`config.mk`:
```
export PLATFORM = sky130hd
export DESIGN_NAME = udiv_seq
export DESIGN_NICKNAME = d
export VERILOG_FILES = /design/src/rtl/udiv_pkg.sv /design/src/rtl/udiv_ctrl.sv /design/src/rtl/udiv_core.sv /design/src/rtl/udiv_result.sv /design/src/rtl/udiv_seq.sv
export SDC_FILE = /design/constraint.sdc
export NUM_CORES = 1
export LEC_CHECK = 0
export BUFFER_PORTS_ARGS = -buffer_cell sky130_fd_sc_hd__buf_4
export CAP_MARGIN = 20
export CORE_MARGIN = 2
export CORE_UTILIZATION = 40
export DETAILED_ROUTE_END_ITERATION = 7
export GPL_ROUTABILITY_DRIVEN = 0
export HOLD_SLACK_MARGIN = 0.03
export PLACE_DENSITY = 0.6
export SYNTH_ARGS = -nofsm -noshare
export SYNTH_HDL_FRONTEND = slang
export SYNTH_SLANG_ARGS = --single-unit
```
`constraint.sdc`:
```
create_clock -name clk -period 5.44 [get_ports clk]
set_clock_uncertainty 0.15 [all_clocks]
set_input_delay 0.272 -clock clk [delete_from_list [all_inputs] [get_ports clk]]
set_output_delay 0.272 -clock clk [all_outputs]
set_load 0.02 [all_outputs]
```
`src/rtl/udiv_pkg.sv`:
```
package udiv_pkg;
   typedef enum logic [1:0] {
      PH_IDLE = 2'd0,
      PH_PREP = 2'd1,
      PH_RUN  = 2'd2
   } phase_t;
endpackage

```
`src/rtl/udiv_ctrl.sv`:
```
module udiv_ctrl
   import udiv_pkg::*;
#(
   parameter int QW = 16
) (
   input  logic clk,
   input  logic rst,
   input  logic start,
   input  logic ce,
   input  logic errc,
   output logic init,
   output logic step,
   output logic fin,
   output logic busy,
   output logic done,
   output logic err
);
   localparam int CW = (QW > 1) ? $clog2(QW) : 1;

   phase_t        ph;
   logic [CW-1:0] cnt;
   logic          last;

   assign last = (cnt == CW'(QW - 1));
   assign init = (ph == PH_PREP) && ce && !start;
   assign step = (ph == PH_RUN) && ce && !start;
   assign fin  = step && last;
   assign busy = (ph != PH_IDLE);

   always_ff @(posedge clk) begin
      if (rst) begin
         ph   <= PH_IDLE;
         cnt  <= '0;
         done <= 1'b0;
         err  <= 1'b0;
      end else begin
         done <= fin && !errc;
         err  <= fin && errc;
         if (start) begin
            ph  <= PH_PREP;
            cnt <= '0;
         end else if (ce) begin
            case (ph)
               PH_PREP: begin
                  ph  <= PH_RUN;
                  cnt <= '0;
               end
               PH_RUN: begin
                  if (last) ph <= PH_IDLE;
                  else      cnt <= cnt + CW'(1);
               end
               default: ph <= PH_IDLE;
            endcase
         end
      end
   end

   assert_single_pulse_R2: assert property (@(posedge clk) disable iff (rst)
      (done || err) |=> !(done || err));
   assert_start_busy_R8: assert property (@(posedge clk) disable iff (rst)
      start |=> busy);
   assert_frozen_R7: assert property (@(posedge clk) disable iff (rst)
      (busy && !ce && !start) |=> ($stable(cnt) && $stable(ph) && !done && !err));
endmodule

```
`src/rtl/udiv_core.sv`:
```
module udiv_core #(
   parameter int DW  = 16,
   parameter int DVW = 16,
   parameter int QW  = 16
) (
   input  logic           clk,
   input  logic           rst,
   input  logic           load,
   input  logic           init,
   input  logic           step,
   input  logic [DW-1:0]  num,
   input  logic [DVW-1:0] den,
   output logic [DW-1:0]  num_q,
   output logic [DVW-1:0] den_q,
   output logic           ovf,
   output logic [QW-1:0]  q_next,
   output logic [DVW-1:0] r_next
);
   localparam int XW = DW + QW + DVW;

   logic [XW-1:0]  ext;
   logic [XW-1:0]  hi;
   logic [DVW-1:0] p;
   logic [QW-1:0]  lo;
   logic [QW-1:0]  q;
   logic [DVW:0]   trial;
   logic           fits;

   assign ext    = XW'(num_q);
   assign hi     = ext >> QW;
   assign trial  = {p, lo[QW-1]};
   assign fits   = (trial >= {1'b0, den_q});
   assign r_next = fits ? DVW'(trial - {1'b0, den_q}) : DVW'(trial);
   assign q_next = QW'({q, fits});

   always_ff @(posedge clk) begin
      if (rst) begin
         num_q <= '0;
         den_q <= '0;
         ovf   <= 1'b0;
         p     <= '0;
         lo    <= '0;
         q     <= '0;
      end else if (load) begin
         num_q <= num;
         den_q <= den;
      end else if (init) begin
         ovf <= (den_q == '0) || (hi >= XW'(den_q));
         p   <= DVW'(hi);
         lo  <= QW'(ext);
         q   <= '0;
      end else if (step) begin
         p  <= r_next;
         lo <= lo << 1;
         q  <= q_next;
      end
   end

   assert_rem_bound_R1: assert property (@(posedge clk) disable iff (rst)
      (step && !ovf) |-> (p < den_q));
endmodule

```
`src/rtl/udiv_result.sv`:
```
module udiv_result #(
   parameter int DVW      = 16,
   parameter int QW       = 16,
   parameter bit ROUND_UP = 1'b0
) (
   input  logic           clk,
   input  logic           rst,
   input  logic           fin,
   input  logic           ovf,
   input  logic [QW-1:0]  q_next,
   input  logic [DVW-1:0] r_next,
   input  logic [DVW-1:0] den_q,
   output logic           errc,
   output logic [QW-1:0]  quo,
   output logic [DVW-1:0] rem,
   output logic           rnd
);
   logic          rnd_n;
   logic [QW-1:0] qf;
   logic          carry;

   assign rnd_n = ({r_next, 1'b0} > {1'b0, den_q});

   generate
      if (ROUND_UP) begin : g_round
         assign {carry, qf} = {1'b0, q_next} + (QW + 1)'(rnd_n);
      end else begin : g_trunc
         assign carry = 1'b0;
         assign qf    = q_next;
      end
   endgenerate

   assign errc = ovf || carry || (qf == '0);

   always_ff @(posedge clk) begin
      if (rst) begin
         quo <= '0;
         rem <= '0;
         rnd <= 1'b0;
      end else if (fin) begin
         quo <= qf;
         rem <= r_next;
         rnd <= rnd_n;
      end
   end
endmodule

```
`src/rtl/udiv_seq.sv`:
```
module udiv_seq #(
   parameter int DW       = 16,
   parameter int DVW      = 16,
   parameter int QW       = 16,
   parameter bit ROUND_UP = 1'b0
) (
   input  logic           clk,
   input  logic           rst,
   input  logic           start,
   input  logic           ce,
   input  logic [DW-1:0]  num,
   input  logic [DVW-1:0] den,
   output logic [QW-1:0]  quo,
   output logic [DVW-1:0] rem,
   output logic           rnd,
   output logic           busy,
   output logic           done,
   output logic           err
);
   localparam int PW = DW + QW + DVW + 1;

   generate
      if (DW < 1 || DVW < 1 || QW < 1) begin : g_bad_width
         $error("udiv_seq: all widths must be at least 1");
      end
   endgenerate

   logic           init_w, step_w, fin_w, errc_w, ovf_w;
   logic [DW-1:0]  num_q;
   logic [DVW-1:0] den_q;
   logic [QW-1:0]  q_next;
   logic [DVW-1:0] r_next;

   udiv_ctrl #(.QW(QW)) u_ctrl (
      .clk(clk), .rst(rst), .start(start), .ce(ce), .errc(errc_w),
      .init(init_w), .step(step_w), .fin(fin_w),
      .busy(busy), .done(done), .err(err)
   );

   udiv_core #(.DW(DW), .DVW(DVW), .QW(QW)) u_core (
      .clk(clk), .rst(rst), .load(start), .init(init_w), .step(step_w),
      .num(num), .den(den), .num_q(num_q), .den_q(den_q), .ovf(ovf_w),
      .q_next(q_next), .r_next(r_next)
   );

   udiv_result #(.DVW(DVW), .QW(QW), .ROUND_UP(ROUND_UP)) u_res (
      .clk(clk), .rst(rst), .fin(fin_w), .ovf(ovf_w),
      .q_next(q_next), .r_next(r_next), .den_q(den_q),
      .errc(errc_w), .quo(quo), .rem(rem), .rnd(rnd)
   );

   logic [QW-1:0] q_raw;
   assign q_raw = quo - QW'(ROUND_UP && rnd);

   assert_div_identity_R1: assert property (@(posedge clk) disable iff (rst)
      done |-> (PW'(q_raw) * PW'(den_q) + PW'(rem) == PW'(num_q)));
   assert_no_overflow_R3: assert property (@(posedge clk) disable iff (rst)
      done |-> !ovf_w);
   assert_nonzero_R4: assert property (@(posedge clk) disable iff (rst)
      done |-> (quo != '0));
   assert_hold_R10: assert property (@(posedge clk) disable iff (rst)
      !fin_w |=> ($stable(quo) && $stable(rem) && $stable(rnd)));
endmodule

```
==> PnR_summary.wiki <==
{| class="wikitable"
! Metric !! Value
|-
| Upper clock frequency limit || 238 MHz
|-
| Detail Route met3 WL || just under 1 mm
|-
| Path type of the worst setup path || reg -> reg
|-
| Post-Synthesis Mean Instance Area || ~8.4 um2
|-
| Maximum number of pins on one net before global-route repair || 70
|-
| Grt ovf || 0
|-
| Placeable core region || 14600 um2
|-
| Clock share of power || 48.3%
|-
| HPWL after DPL || between 10 and 15 mm
|-
| Number of enable-type register cells in the synthesized netlist || 0
|-
| Net switching power figure || around 580 uW
|-
| Proportion of power drawn by combinational gates || between 10% and 20%
|-
| Worst min-delay path category || in -> reg
|-
| Number of diodes added for antenna fixing || 0
|-
| Layout overhead on the synthesized area || 26.0%
|-
| First-pass GRT wire length || approximately 27 mm
|-
| Power density normalized to cell area || approximately 300 nW/um2
|-
| Clock tree from TritonCTS || built
|-
| Vertical extent of the die || about 130 um
|-
| Initial DRC Count || 356
|-
| Static leakage || between 0.003 and 0.004 uW
|-
| Total routed wirelength || around 16 mm
|-
| Clock latency of the later-clocked register in the worst-skew pair || 0.42 ns
|-
| Async set or reset register ratio after synthesis || 0%
|-
| Startpoint Class || register
|-
| Uppermost signal routing layer after detailed routing || met4
|-
| Register share of total power || roughly two fifths
|-
| Synthesized instance count || between 700 and 800
|-
| Endpoint required time on the critical path || roughly 5.6 ns
|-
| Final Hold Fails || 0
|-
| Antenna violations before repair || 0
|-
| Via count || 5447
|-
| Top fanout value on the critical path || 4
|-
| Count of antenna-violating nets left after detailed routing || 0
|-
| Number of buffers on the longest clock path || 2
|-
| Chip Width || about 130 um
|-
| Fraction of layout cells with a size suffix above 1 || 15.5%
|-
| Sw Share || approximately a quarter
|-
| Number of failing setup endpoints in the final timing report || 0
|-
| Portion of the post-synthesis area used by sequential elements || between 40% and 50%
|-
| Pint || 1730 uW
|-
| DR DRC count || 0
|-
| Endpoint arrival time on the critical path || 4.40 ns
|-
| Sinks on Clock Net || roughly 120
|-
| Max VDD drop || 0.000215 V
|-
| Run status || complete, no violations
|-
| Final slew viol count || 0
|-
| Yosys reg bits || 121
|-
| Total Routing Usage GR || about a fifth
|-
| H-tree levels || 4
|-
| Via count of the first global-routing pass || ~5200
|-
| CTS clock-pin slew for the worst setup and hold paths || roughly 0.06 ns
|-
| Final critical path time including I/O delays and setup || 4.20 ns
|-
| Metal2 WL || between 7 and 8 mm
|-
| Transition time at the pin with the least slew margin || 0.981 ns
|-
| Die Outline Area || about 16000 um2
|-
| Number of library cell types mapped by synthesis || a little over 60
|-
| Total negative slack for setup checks || 0 ns
|-
| Ratio of final minimum period to clock period || between 70 and 80%
|-
| Number of inserted filler cells in the final layout || approximately 1300
|-
| Final #Nets || slightly below 900
|-
| Post-route worst hold slack || around 0.049 ns
|-
| Clock buffer count from CTS || 17
|-
| Syn nets || between 700 and 800
|-
| Max-capacitance violation count || 0
|-
| Headroom to the max-slew limit || between 30% and 40%
|-
| Drt wl/cell || approximately 16 um
|-
| Post-synthesis cell area || roughly 6000 um2
|-
| Met1 layer wirelength in the final routing || approximately 7.3 mm
|-
| Cell row count || 44
|-
| First-pass DRT Iterations || 5
|-
| Starting Density || between 40 and 50%
|-
| Via-to-Cell Ratio || around 5.5
|-
| Ports || 72
|-
| Endpoint kind of the worst setup timing path || register
|-
| Count of buffers inserted at the top-level ports || 71
|-
| Final design utilization || between 50% and 60%
|-
| Total of warnings raised by yosys || 0
|-
| Setup repair after global routing missed its margin || false
|-
| Root buffer cell || sky130_fd_sc_hd__clkbuf_16
|-
| Top FF cell, synth || sky130_fd_sc_hd__dfxtp_1
|}
[worst max-delay path: stages, from the launching register on]
cell and delay, ns:
sky130_fd_sc_hd__dfxtp_1 0.42, sky130_fd_sc_hd__ha_1 0.20, sky130_fd_sc_hd__inv_1 0.06, sky130_fd_sc_hd__fa_1 0.41, sky130_fd_sc_hd__a21o_1 0.21, sky130_fd_sc_hd__a221oi_1 0.73, sky130_fd_sc_hd__o311a_1 0.24, sky130_fd_sc_hd__xnor2_1 0.07
sky130_fd_sc_hd__mux2i_1 0.32, sky130_fd_sc_hd__inv_1 0.09, sky130_fd_sc_hd__ha_1 0.29, sky130_fd_sc_hd__nand4_1 0.18, sky130_fd_sc_hd__nor2_1 0.19, sky130_fd_sc_hd__o2111ai_1 0.13, sky130_fd_sc_hd__o21ai_0 0.19, sky130_fd_sc_hd__o2bb2ai_1 0.08
sky130_fd_sc_hd__a31oi_1 0.16
[layout make-up]
type / instances / area (um2) / area share, %
timing repair buffer: 110 / 926 / 12.2
inverter: 35 / 131 / 1.73
sequential: 121 / 2420 / 32.0
tap: 184 / 230 / 3.04
clock buffer: 22 / 474 / 6.26
multi-input combinational: 514 / 3270 / 43.2
clock inverter: 10 / 116 / 1.54
[worst paths after layout]
| check | startpoint | end | slack, ns | cells past startpoint |
|---|---|---|---|---|
| worst max-delay path | u_core.den_q[0] | u_res.rnd | 1.24 | 16 |
| worst min-delay path | rst | u_res.quo[1] | 0.05 | 2 |
| worst max register to register | u_core.den_q[0] | u_res.rnd | 1.24 | 16 |
| worst min register to register | u_core.lo[10] | u_core.lo[10] | 0.30 | 2 |
[synthesized netlist by cell type (all sizes together), types with 4 or more instances]
cell type	number	area [um2]
a32oi	4	35.0
o21a	4	30.0
nand4	10	68.8
nand3	7	35.0
dfxtp	121	2420
nor3	10	50.1
a21o	11	82.6
a31oi	5	31.3
xnor2	5	43.8
a21oi	54	270
a211oi	14	158
a311oi	8	76.3
mux2i	44	440
nor2	82	310
o21ai	27	135
ha	32	400
or3	4	25.0
nand2	111	419
a22oi	14	105
xor2	4	35.0
and3	7	43.8
inv	35	131
nor4	11	68.8
clkbuf	28	106
buf	16	91.3
nand2b	5	31.3
[stage by stage]
stage | setup slack, ns | instances | power [uW] | instance area [um2]
2_1_floorplan | 1.94 | 714 | 1120 | 6010
3_3_place_gp | 1.49 | 930 | 1180 | 6630
3_5_place_dp | 1.34 | 930 | 1190 | 6630
4_1_cts | 1.33 | 995 | 2330 | 7550
5_1_grt | 0.926 | 996 | 2400 | 7570
6_report | 1.24 | 996 | 2310 | 7570
[cell families after synthesis]
| kind of cell | count (synthesis) | synth area share [%] |
|---|---|---|
| AND/OR/NAND/NOR | 259 | 19.0 |
| AO/OA/AOI/OAI | 169 | 19.6 |
| flip-flops | 121 | 40.3 |
| buffers and inverters | 79 | 5.48 |
| multiplexers | 44 | 7.33 |
| adder cells (fa/ha/maj) | 33 | 7.00 |
| XOR/XNOR | 9 | 1.31 |
[metal layers]
layer  GRT usage [%]  vias to the layer above
met5               0                        -
met4            8.08                        0
met3            4.39                       30
met2            33.1                      180
met1            27.6                     2543
li1                -                     2694
[cell usage in the layout, fill, tap and decap left out, types with 5 or more instances in the layout]
cell type,instances
sky130_fd_sc_hd__dfxtp_1,121
sky130_fd_sc_hd__nand2_1,110
sky130_fd_sc_hd__nor2_1,81
sky130_fd_sc_hd__buf_4,76
sky130_fd_sc_hd__a21oi_1,54
sky130_fd_sc_hd__mux2i_1,44
sky130_fd_sc_hd__inv_1,35
sky130_fd_sc_hd__dlygate4sd3_1,33
sky130_fd_sc_hd__ha_1,32
sky130_fd_sc_hd__o21ai_0,24
sky130_fd_sc_hd__clkbuf_16,18
sky130_fd_sc_hd__a22oi_1,14
sky130_fd_sc_hd__a21o_1,11
sky130_fd_sc_hd__nor4_1,11
sky130_fd_sc_hd__nor3_1,10
sky130_fd_sc_hd__nand4_1,9
sky130_fd_sc_hd__a211oi_2,8
sky130_fd_sc_hd__nand3_1,7
sky130_fd_sc_hd__and3_1,7
sky130_fd_sc_hd__a311oi_1,7
sky130_fd_sc_hd__nand2b_1,5
sky130_fd_sc_hd__a211oi_1,5
sky130_fd_sc_hd__xnor2_1,5
sky130_fd_sc_hd__a31oi_1,5
[sequential cells by signal, indices dropped and copies added, names as in the netlist, 2 cells and up]
signal and count:
u_core.den_q 16, u_core.lo 16, u_core.num_q 16, u_core.p 16
u_core.q 15, u_ctrl.cnt 4, u_ctrl.ph 2, u_res.quo 16
u_res.rem 16
[power by group through the flow]
| stage | clock [uW] | combinational (uW) | sequential, uW |
|---|---|---|---|
| global placement | 0 | 248 | 935 |
| CTS | 1140 | 273 | 917 |
| global route | 1180 | 303 | 919 |
| detailed placement | 0 | 253 | 936 |
| floorplan | 0 | 187 | 931 |
| finish | 1120 | 276 | 918 |
[what timing repair did]
action                                 4_1_cts  5_1_grt
gates resized for setup                      0        0
hold buffers                                33        0
buffers inserted                             0        0
endpoints found under the hold margin       33        0
No activity file was read; power rests on OpenSTA's default activity.
